[src/rtl/srs_pkg.sv]
package srs_pkg;

  typedef enum logic [1:0] {
    SEQ_RUN   = 2'd0,
    SEQ_ENTER = 2'd1,
    SEQ_HELD  = 2'd2,
    SEQ_LEAVE = 2'd3
  } seq_state_t;

endpackage

[src/rtl/srs_frame_sync.sv]
module srs_frame_sync #(
  parameter int SYNC_STAGES = 2
) (
  input  logic clk,
  input  logic rst_n,
  input  logic frame_in,
  output logic tick
);

  localparam int TOP = SYNC_STAGES - 1;

  logic [SYNC_STAGES-1:0] sync_q, sync_d;
  logic                   last_q, last_d;

  always_comb begin
    sync_d = {sync_q[SYNC_STAGES-2:0], frame_in};
    last_d = sync_q[TOP];
  end

  always_ff @(posedge clk or negedge rst_n) begin
    if (!rst_n) begin
      sync_q <= '0;
      last_q <= 1'b0;
    end else begin
      sync_q <= sync_d;
      last_q <= last_d;
    end
  end

  assign tick = sync_q[TOP] & ~last_q;

endmodule

[src/rtl/srs_delay_fsm.sv]
module srs_delay_fsm
  import srs_pkg::*;
#(
  parameter int ENTRY_FRAMES   = 4,
  parameter int EXIT_FRAMES    = 3,
  parameter int TIMEOUT_CYCLES = 4096
) (
  input  logic clk,
  input  logic rst_n,
  input  logic run_req,
  input  logic tick,
  output logic in_reset
);

  localparam int MAXF = (ENTRY_FRAMES > EXIT_FRAMES) ? ENTRY_FRAMES : EXIT_FRAMES;
  localparam int CW   = $clog2(MAXF + 1);
  localparam int TW   = $clog2(TIMEOUT_CYCLES + 1);
  localparam logic [CW-1:0] ENTRY_LAST = CW'(ENTRY_FRAMES - 1);
  localparam logic [CW-1:0] EXIT_LAST  = CW'(EXIT_FRAMES - 1);
  localparam logic [TW-1:0] TO_LAST    = TW'(TIMEOUT_CYCLES - 1);

  seq_state_t      state_q, state_d;
  logic [CW-1:0]   cnt_q, cnt_d;
  logic [TW-1:0]   to_q, to_d;

  always_comb begin
    state_d = state_q;
    cnt_d   = cnt_q;
    to_d    = to_q;
    unique case (state_q)
      SEQ_RUN: begin
        if (!run_req) begin
          state_d = SEQ_ENTER;
          cnt_d   = '0;
          to_d    = '0;
        end
      end
      SEQ_ENTER: begin
        if (run_req) begin
          state_d = SEQ_RUN;
          cnt_d   = '0;
        end else begin
          if (tick) begin
            if (cnt_q == ENTRY_LAST) begin
              state_d = SEQ_HELD;
              cnt_d   = '0;
            end else begin
              cnt_d = cnt_q + 1'b1;
            end
          end
          if (to_q == TO_LAST) begin
            state_d = SEQ_HELD;
            cnt_d   = '0;
          end else begin
            to_d = to_q + 1'b1;
          end
        end
      end
      SEQ_HELD: begin
        if (run_req) begin
          state_d = SEQ_LEAVE;
          cnt_d   = '0;
        end
      end
      SEQ_LEAVE: begin
        if (!run_req) begin
          state_d = SEQ_HELD;
          cnt_d   = '0;
        end else if (tick) begin
          if (cnt_q == EXIT_LAST) begin
            state_d = SEQ_RUN;
            cnt_d   = '0;
          end else begin
            cnt_d = cnt_q + 1'b1;
          end
        end
      end
      default: state_d = SEQ_HELD;
    endcase
  end

  always_ff @(posedge clk or negedge rst_n) begin
    if (!rst_n) begin
      state_q <= SEQ_HELD;
      cnt_q   <= '0;
      to_q    <= '0;
    end else begin
      state_q <= state_d;
      cnt_q   <= cnt_d;
      to_q    <= to_d;
    end
  end

  assign in_reset = (state_q == SEQ_HELD) || (state_q == SEQ_LEAVE);

endmodule

[src/rtl/srs_zero_flags.sv]
module srs_zero_flags #(
  parameter int NUM_CH      = 2,
  parameter int FLAG_FRAMES = 2
) (
  input  logic              clk,
  input  logic              rst_n,
  input  logic              run_req,
  input  logic              tick,
  input  logic [NUM_CH-1:0] zdet,
  output logic [NUM_CH-1:0] zflag
);

  localparam int FW = $clog2(FLAG_FRAMES + 1);
  localparam logic [FW-1:0] FLAG_LAST = FW'(FLAG_FRAMES - 1);

  logic          hold_q, hold_d;
  logic [FW-1:0] cnt_q, cnt_d;

  always_comb begin
    hold_d = hold_q;
    cnt_d  = cnt_q;
    if (!run_req) begin
      hold_d = 1'b1;
      cnt_d  = '0;
    end else if (hold_q && tick) begin
      if (cnt_q == FLAG_LAST) begin
        hold_d = 1'b0;
        cnt_d  = '0;
      end else begin
        cnt_d = cnt_q + 1'b1;
      end
    end
  end

  always_ff @(posedge clk or negedge rst_n) begin
    if (!rst_n) begin
      hold_q <= 1'b1;
      cnt_q  <= '0;
    end else begin
      hold_q <= hold_d;
      cnt_q  <= cnt_d;
    end
  end

  for (genvar g = 0; g < NUM_CH; g++) begin : g_ch
    assign zflag[g] = hold_q | ~run_req | zdet[g];
  end

endmodule

[src/rtl/srs_reset_seq.sv]
module srs_reset_seq #(
  parameter int SYNC_STAGES    = 2,
  parameter int ENTRY_FRAMES   = 4,
  parameter int EXIT_FRAMES    = 3,
  parameter int FLAG_FRAMES    = 2,
  parameter int TIMEOUT_CYCLES = 4096
) (
  input  logic clk,
  input  logic rst_n,
  input  logic frame_clk,
  input  logic run_req,
  input  logic zdet_l,
  input  logic zdet_r,
  output logic dp_rst,
  output logic zero_force,
  output logic zflag_l,
  output logic zflag_r
);

  localparam int NUM_CH = 2;

  logic              frame_tick;
  logic              in_reset;
  logic [NUM_CH-1:0] zdet_vec;
  logic [NUM_CH-1:0] zflag_vec;

  srs_frame_sync #(
    .SYNC_STAGES(SYNC_STAGES)
  ) u_sync (
    .clk      (clk),
    .rst_n    (rst_n),
    .frame_in (frame_clk),
    .tick     (frame_tick)
  );

  srs_delay_fsm #(
    .ENTRY_FRAMES   (ENTRY_FRAMES),
    .EXIT_FRAMES    (EXIT_FRAMES),
    .TIMEOUT_CYCLES (TIMEOUT_CYCLES)
  ) u_fsm (
    .clk      (clk),
    .rst_n    (rst_n),
    .run_req  (run_req),
    .tick     (frame_tick),
    .in_reset (in_reset)
  );

  assign zdet_vec = {zdet_r, zdet_l};

  srs_zero_flags #(
    .NUM_CH      (NUM_CH),
    .FLAG_FRAMES (FLAG_FRAMES)
  ) u_flags (
    .clk     (clk),
    .rst_n   (rst_n),
    .run_req (run_req),
    .tick    (frame_tick),
    .zdet    (zdet_vec),
    .zflag   (zflag_vec)
  );

  assign dp_rst     = in_reset;
  assign zero_force = in_reset;
  assign zflag_l    = zflag_vec[0];
  assign zflag_r    = zflag_vec[1];

endmodule

[config.mk]
export PLATFORM = sky130hd
export DESIGN_NAME = srs_reset_seq
export DESIGN_NICKNAME = d
export VERILOG_FILES = /design/src/rtl/srs_pkg.sv /design/src/rtl/srs_frame_sync.sv /design/src/rtl/srs_delay_fsm.sv /design/src/rtl/srs_zero_flags.sv /design/src/rtl/srs_reset_seq.sv
export SDC_FILE = /design/constraint.sdc
export NUM_CORES = 1
export LEC_CHECK = 0
export ABC_AREA = 1
export BUFFER_PORTS_ARGS = -buffer_cell sky130_fd_sc_hd__buf_2
export CORE_MARGIN = 4
export CORE_UTILIZATION = 53
export DETAILED_ROUTE_END_ITERATION = 7
export GPL_ROUTABILITY_DRIVEN = 0
export PLACE_DENSITY_LB_ADDON = 0.08
export SETUP_SLACK_MARGIN = 0.02
export SYNTH_ARGS = -nofsm -noshare
export SYNTH_HDL_FRONTEND = slang
export SYNTH_SLANG_ARGS = --single-unit
[constraint.sdc]
create_clock -name clk -period 1.49 [get_ports clk]
set_input_delay 0.2235 -clock clk [delete_from_list [all_inputs] [get_ports clk]]
set_output_delay 0.2235 -clock clk [all_outputs]
set_load 0.005 [all_outputs]
==> flow_summary.json, run 1 <==
{
  "status": "finished, final reports clean",
  "multiInputGateArea_um2": 753,
  "tritoncts.num_buffers": 3,
  "period_share_pct": 99.3,
  "ios": 10,
  "max_slew.worst_pin.slew_ps": 532,
  "final_cell_mix": "nand2_1 (35), inv_1 (29), dfrtp_1 (21), nor2_1 (13)",
  "place_area_um2": 1490,
  "synthCells": 183,
  "synth_seq_cells": 24,
  "drv_slew": 0,
  "clkTransAtPathRegs_ps": 140,
  "endpoint_kind": "register",
  "hp-class": "input pin to register",
  "cp.required_ps": 1760,
  "wl_per_cell_um": 13.2,
  "cts_sinks": 24,
  "p_leak_nw": 0.854,
  "grt_start_max_net_pins": 25,
  "die-area_um2": 3520,
  "grt_pass1_vias": 1210,
  "path_class": "register to register",
  "final_common_cell": "nand2_1",
  "fin_crit_ps": 1480,
  "synth_edf_count": 0,
  "vias": 1248,
  "maxCapViolCount": 0,
  "synth_top_area_share_pct": 39.4,
  "cts_tree": "done",
  "synthesis.nets": 194,
  "instances_no_fill": 239,
  "fin_ws_ps": 11.0,
  "fin_worst_skew_ps": 9.91,
  "fin_area_um2": 1770,
  "power_per_cell_area_nw_per_um2": 1240,
  "yosysWarnings": 0,
  "seqCellArea_um2": 604,
  "drcViolationCount": 0,
  "synth_area_leaders": "dfrtp_1 (39%), nand2_1 (12%), inv_1 (8.9%)",
  "rsz0062_at_grt": "yes",
  "wirelength_mm": 3.14,
  "post-place-ws_ps": -62.5,
  "drt-initial-drc-count": 39,
  "coreArea_um2": 2500,
  "grt.total_usage_pct": 19.1,
  "clk_path_buf_depth": 2,
  "cts_htree_levels": 1,
  "synth_area_um2": 1400,
  "antenna_found_initial": 0,
  "die_x_um": 59.4,
  "antennaDiodeCount": 0,
  "dr.pass1.iters": 4,
  "arrival_ps": 1750,
  "timing.fmax_mhz": 676,
  "vdd_drop_max_mv": 1.04,
  "insertion_delay_ps": 320,
  "finalSetupTns_ps": 0,
  "ys.flop_type": "dfrtp_1",
  "floorplan.initialDensity_pct": 55.9,
  "startpoint_type": "register",
  "grt_pass1_wl_mm": 5.09,
  "synth_area_leader_cell": "dfrtp_1",
  "fin_nets": 221,
  "async_flop_share_pct": 100,
  "vias_per_cell": 5.22,
  "dpl.cell_count": 223,
  "fillCellCount": 186,
  "layout-drive-gt1-share_pct": 32.5,
  "setup_viol": 0,
  "crit_fanout": 11,
  "hold_viol": 0,
  "power_mw": 2.21,
  "ys_types": 30,
  "place.port_buffers": 9,
  "dp_hpwl_mm": 1.99,
  "rows": 18,
  "slew_headroom_pct": 64.5,
  "gr-total-overflow": 0,
  "cts_root_buf": "clkbuf_4",
  "area_growth_pct": 26.9,
  "die_height_um": 59.4,
  "ys_seq_area_share_pct": 43.2,
  "syn_avg_cell_area_um2": 7.64,
  "ant_nets": 0
}
[registers in the layout (all words and copies together) (netlist names), named ones only]
name and cells:
u_flags.cnt_q 2, u_sync.last_q 1, u_flags.hold_q 1, u_fsm.to_q 13, u_fsm.cnt_q 3, u_sync.sync_q 2
u_fsm.state_q 1
[synthesized netlist by cell type (2+ instances only)]
cell type / n
nand3_1: 11
o21ai_0: 10
nor3_1: 4
ha_1: 5
dfrtp_1: 22
nand2_2: 5
nand4_1: 5
nand2_1: 45
o21ai_1: 3
a21oi_1: 4
dfstp_2: 2
inv_1: 33
nor2_4: 2
inv_2: 3
nor2_1: 14
[worst max-delay path, cell delays in order, from the launching register on]
cell and delay [ps]:
dfrtp_1 430, ha_4 170, nand3_4 90, nor2_4 150
nand2_4 90, nand2_4 110, nand2_8 100, buf_6 140
nand2_2 50, nand2_1 40, inv_1 50
[per-layer routing]
metal | track usage, % | routed length [um]
met5 | 0 | 0
met4 | 10.0 | 50
met3 | 1.96 | 101
met2 | 32.9 | 1610
met1 | 23.3 | 1380
[metrics by stage]
stage,hold slack [ps],util [%]
after floorplan,-72.1,-
after global placement,237,59.5
after detailed placement,242,59.5
after CTS,170,63.0
after global routing,155,71.0
final,180,71.0
[path summary, 6_finish.rpt]
kind	startpoint	slack, ps	depth (start not counted)	to
max in group asynchronous	rst_n	700	2	u_fsm.to_q[3]$_DFFE_PN0P_
max	u_fsm.to_q[0]$_DFFE_PN0P_	10	10	u_fsm.to_q[12]$_DFFE_PN0P_
min in group asynchronous	rst_n	400	2	u_fsm.to_q[6]$_DFFE_PN0P_
min	run_req	180	2	u_flags.hold_q$_DFFE_PN1P_
max reg2reg	u_fsm.to_q[0]$_DFFE_PN0P_	10	10	u_fsm.to_q[12]$_DFFE_PN0P_
min reg2reg	u_sync.sync_q[0]$_DFF_PN0_	380	0	u_sync.sync_q[1]$_DFF_PN0_
[where the power goes]
group	internal, mW	switching, mW	leakage [nW]	total (mW)
Combinational	0.352	0.528	0.513	0.880
Sequential	0.746	0.101	0.313	0.847
Clock	0.272	0.208	0.0279	0.480
[timing repair]
action                                 CTS  global route
buffers inserted                         0            10
pin swaps                                1            11
endpoints found under the hold margin   23             0
gates resized for setup                  4            40
hold buffers                             2             0
setup endpoints to repair               13            16
[cell type report]
| cell class | instances | share of cell area, % |
|---|---|---|
| Clock buffer | 3 | 1.27 |
| Clock inverter | 1 | 1.69 |
| Multi-Input combinational cell | 120 | 42.5 |
| Sequential cell | 24 | 34.1 |
| Tap cell | 30 | 2.12 |
| Inverter | 36 | 7.76 |
| Timing Repair Buffer | 25 | 10.6 |
[kinds of logic after synthesis]
| group | count (synthesis) | share of synthesized area [%] |
|---|---|---|
| compound gates | 22 | 9.04 |
| flops | 24 | 43.2 |
| simple gates | 93 | 32.1 |
| buf+inv | 39 | 11.3 |
| fa+ha+maj | 5 | 4.48 |
(Power assumes the default switching activity.)
==> run 2: changes to the inputs <==
Settings changed: CTS_CLUSTER_DIAMETER set to 50, REMOVE_ABC_BUFFERS set to 1.
==> flow_summary.json, run 2 (synthesis results as in run 1) <==
{
  "die_height_um": 59.4,
  "cts_root_buf": "clkbuf_4",
  "crit_path_cell_trace": "ha_2 > nand3_4 > nor2_4 > nand2_4 > nand2_8 > nand2_8 > buf_6 > nand2_1 > nand2_1 > inv_1",
  "cpPeakStageDelay_ps": 390,
  "fin_nets": 215,
  "dp_hpwl_mm": 2.13,
  "vias_per_cell": 5.32,
  "vdd_drop_max_mv": 0.924,
  "hold_viol": 0,
  "cts_htree_levels": 1,
  "slew_headroom_pct": 63.9,
  "final_common_cell": "nand2_1",
  "max_slew.worst_pin.slew_ps": 542,
  "power_switching_uw": 827,
  "clk_path_buf_depth": 2,
  "vias": 1240,
  "dpl.cell_count": 223,
  "grt.total_usage_pct": 18.5,
  "cts_tree": "done",
  "wl_per_cell_um": 13.3,
  "fin_worst_skew_ps": 8.47,
  "largest_reg_flops": 13,
  "cp.depth": 10,
  "cts_sinks": 24,
  "place.port_buffers": 9,
  "critPathLaunch": "u_fsm.to_q[1]$_DFFE_PN0P_",
  "tritoncts.num_buffers": 3,
  "startpoint_type": "register",
  "switching_share_pct": 38.1,
  "slowest_stage": "dfrtp_1",
  "hp-class": "input pin to register",
  "fin_crit_ps": 1490,
  "grt_start_max_net_pins": 25,
  "place_area_um2": 1490,
  "wirelength_mm": 3.11,
  "ant_nets": 0,
  "worst_r2r_endpoint": "u_fsm.to_q[12]$_DFFE_PN0P_",
  "power_mw": 2.17,
  "insertion_delay_ps": 320,
  "r2r_start": "u_fsm.to_q[1]$_DFFE_PN0P_",
  "floorplan.initialDensity_pct": 55.9,
  "coreArea_um2": 2500,
  "top_regs": "u_fsm.to_q x13, u_fsm.cnt_q x3",
  "die-area_um2": 3520,
  "antenna_found_initial": 0,
  "antennaDiodeCount": 0,
  "reg2reg_depth": 10,
  "path_class": "register to register",
  "top_register": "u_fsm.to_q",
  "maxCapViolCount": 0,
  "crit_end": "u_fsm.to_q[12]$_DFFE_PN0P_",
  "clkTransAtPathRegs_ps": 140,
  "rows": 18,
  "path_delay_family": "simple AND/OR/NAND/NOR gates",
  "drt-initial-drc-count": 40,
  "area_growth_pct": 22.6,
  "fillCellCount": 194,
  "ff2ff_setup_slack_ps": 4,
  "instances_no_fill": 233,
  "holdWs_ps": 186,
  "final_cell_mix": "nand2_1 (39), inv_1 (31), dfrtp_1 (22), nor2_1 (13), buf_2 (9)",
  "drv_slew": 0,
  "ios": 10,
  "path_buf_inv": 2,
  "arrival_ps": 1760,
  "endpoint_kind": "register",
  "cp.required_ps": 1760,
  "crit_fanout": 6,
  "gr-total-overflow": 0,
  "grt_pass1_wl_mm": 4.89,
  "p_leak_nw": 0.800,
  "timing.fmax_mhz": 673,
  "p_clk_share_pct": 22.1,
  "seq_power_share_pct": 38.3,
  "layout-drive-gt1-share_pct": 28.6,
  "finalSetupTns_ps": 0,
  "dr.pass1.iters": 4,
  "rsz0062_at_grt": "yes",
  "period_share_pct": 99.7,
  "p_comb_share_pct": 39.6,
  "grt_pass1_vias": 1177,
  "status": "finished, final reports clean",
  "fin_area_um2": 1710,
  "intPower_mw": 1.34,
  "die_x_um": 59.4,
  "drcViolationCount": 0,
  "setup_viol": 0,
  "power_per_cell_area_nw_per_um2": 1270
}
-- run 2: changes by cell type in the layout (fill, tap and decap cells not counted), sizes merged --
cell / previous run / this run
nand2: 51 / 52
buf: 23 / 16
-- run 2: repair_timing --
item,CTS,global route
hold buffers,2,0
setup endpoints to repair,12,15
gates resized for setup,2,31
cloned,0,1
endpoints found under the hold margin,23,0
pin swaps,1,6
buffers inserted,0,3
-- run 2: per-layer routing --
metal | up-vias | global-route usage (%) | wire length (um)
met5 | - | 0 | 0
met4 | 0 | 9.71 | 70
met3 | 8 | 2.40 | 127
met2 | 37 | 32.8 | 1620
met1 | 573 | 21.3 | 1290
li1 | 622 | - | -
-- run 2: stage by stage --
stage | util, % | worst slack (ps)
after floorplan | - | 63.8
after CTS | 62.7 | 31.2
after detailed placement | 59.5 | -25.4
after global placement | 59.5 | 31.8
after global routing | 68.6 | -73.3
final | 68.6 | 4.31
-- run 2: worst min-delay path by stage --
stage	slack [ps]	endpoint	cells after the start	startpoint
floorplan	-70	u_flags.cnt_q[0]$_DFFE_PN0P_	0	rst_n
global route	180	u_flags.hold_q$_DFFE_PN1P_	2	run_req
finish	190	u_flags.hold_q$_DFFE_PN1P_	2	run_req
global placement	240	u_fsm.to_q[3]$_DFFE_PN0P_	1	rst_n
CTS	180	u_flags.hold_q$_DFFE_PN1P_	2	run_req
detailed placement	240	u_fsm.to_q[1]$_DFFE_PN0P_	1	rst_n
-- run 2: cell type report --
type | count | area, um2 | area share (%)
Multi-Input combinational cell | 121 | 764 | 44.6
Sequential cell | 24 | 603 | 35.2
Inverter | 36 | 135 | 7.88
Timing Repair Buffer | 18 | 121 | 7.08
Tap cell | 30 | 37.5 | 2.19
Clock inverter | 1 | 30.0 | 1.75
Clock buffer | 3 | 22.5 | 1.31
-- run 2: power by group through the flow --
stage / clock network (mW) / registers, mW / logic (mW)
4_1_cts: 0.493 / 0.828 / 0.618
6_report: 0.479 / 0.831 / 0.859
3_5_place_dp: 0 / 0.840 / 0.601
3_3_place_gp: 0 / 0.832 / 0.586
2_1_floorplan: 0 / 0.827 / 0.417
5_1_grt: 0.509 / 0.843 / 0.964
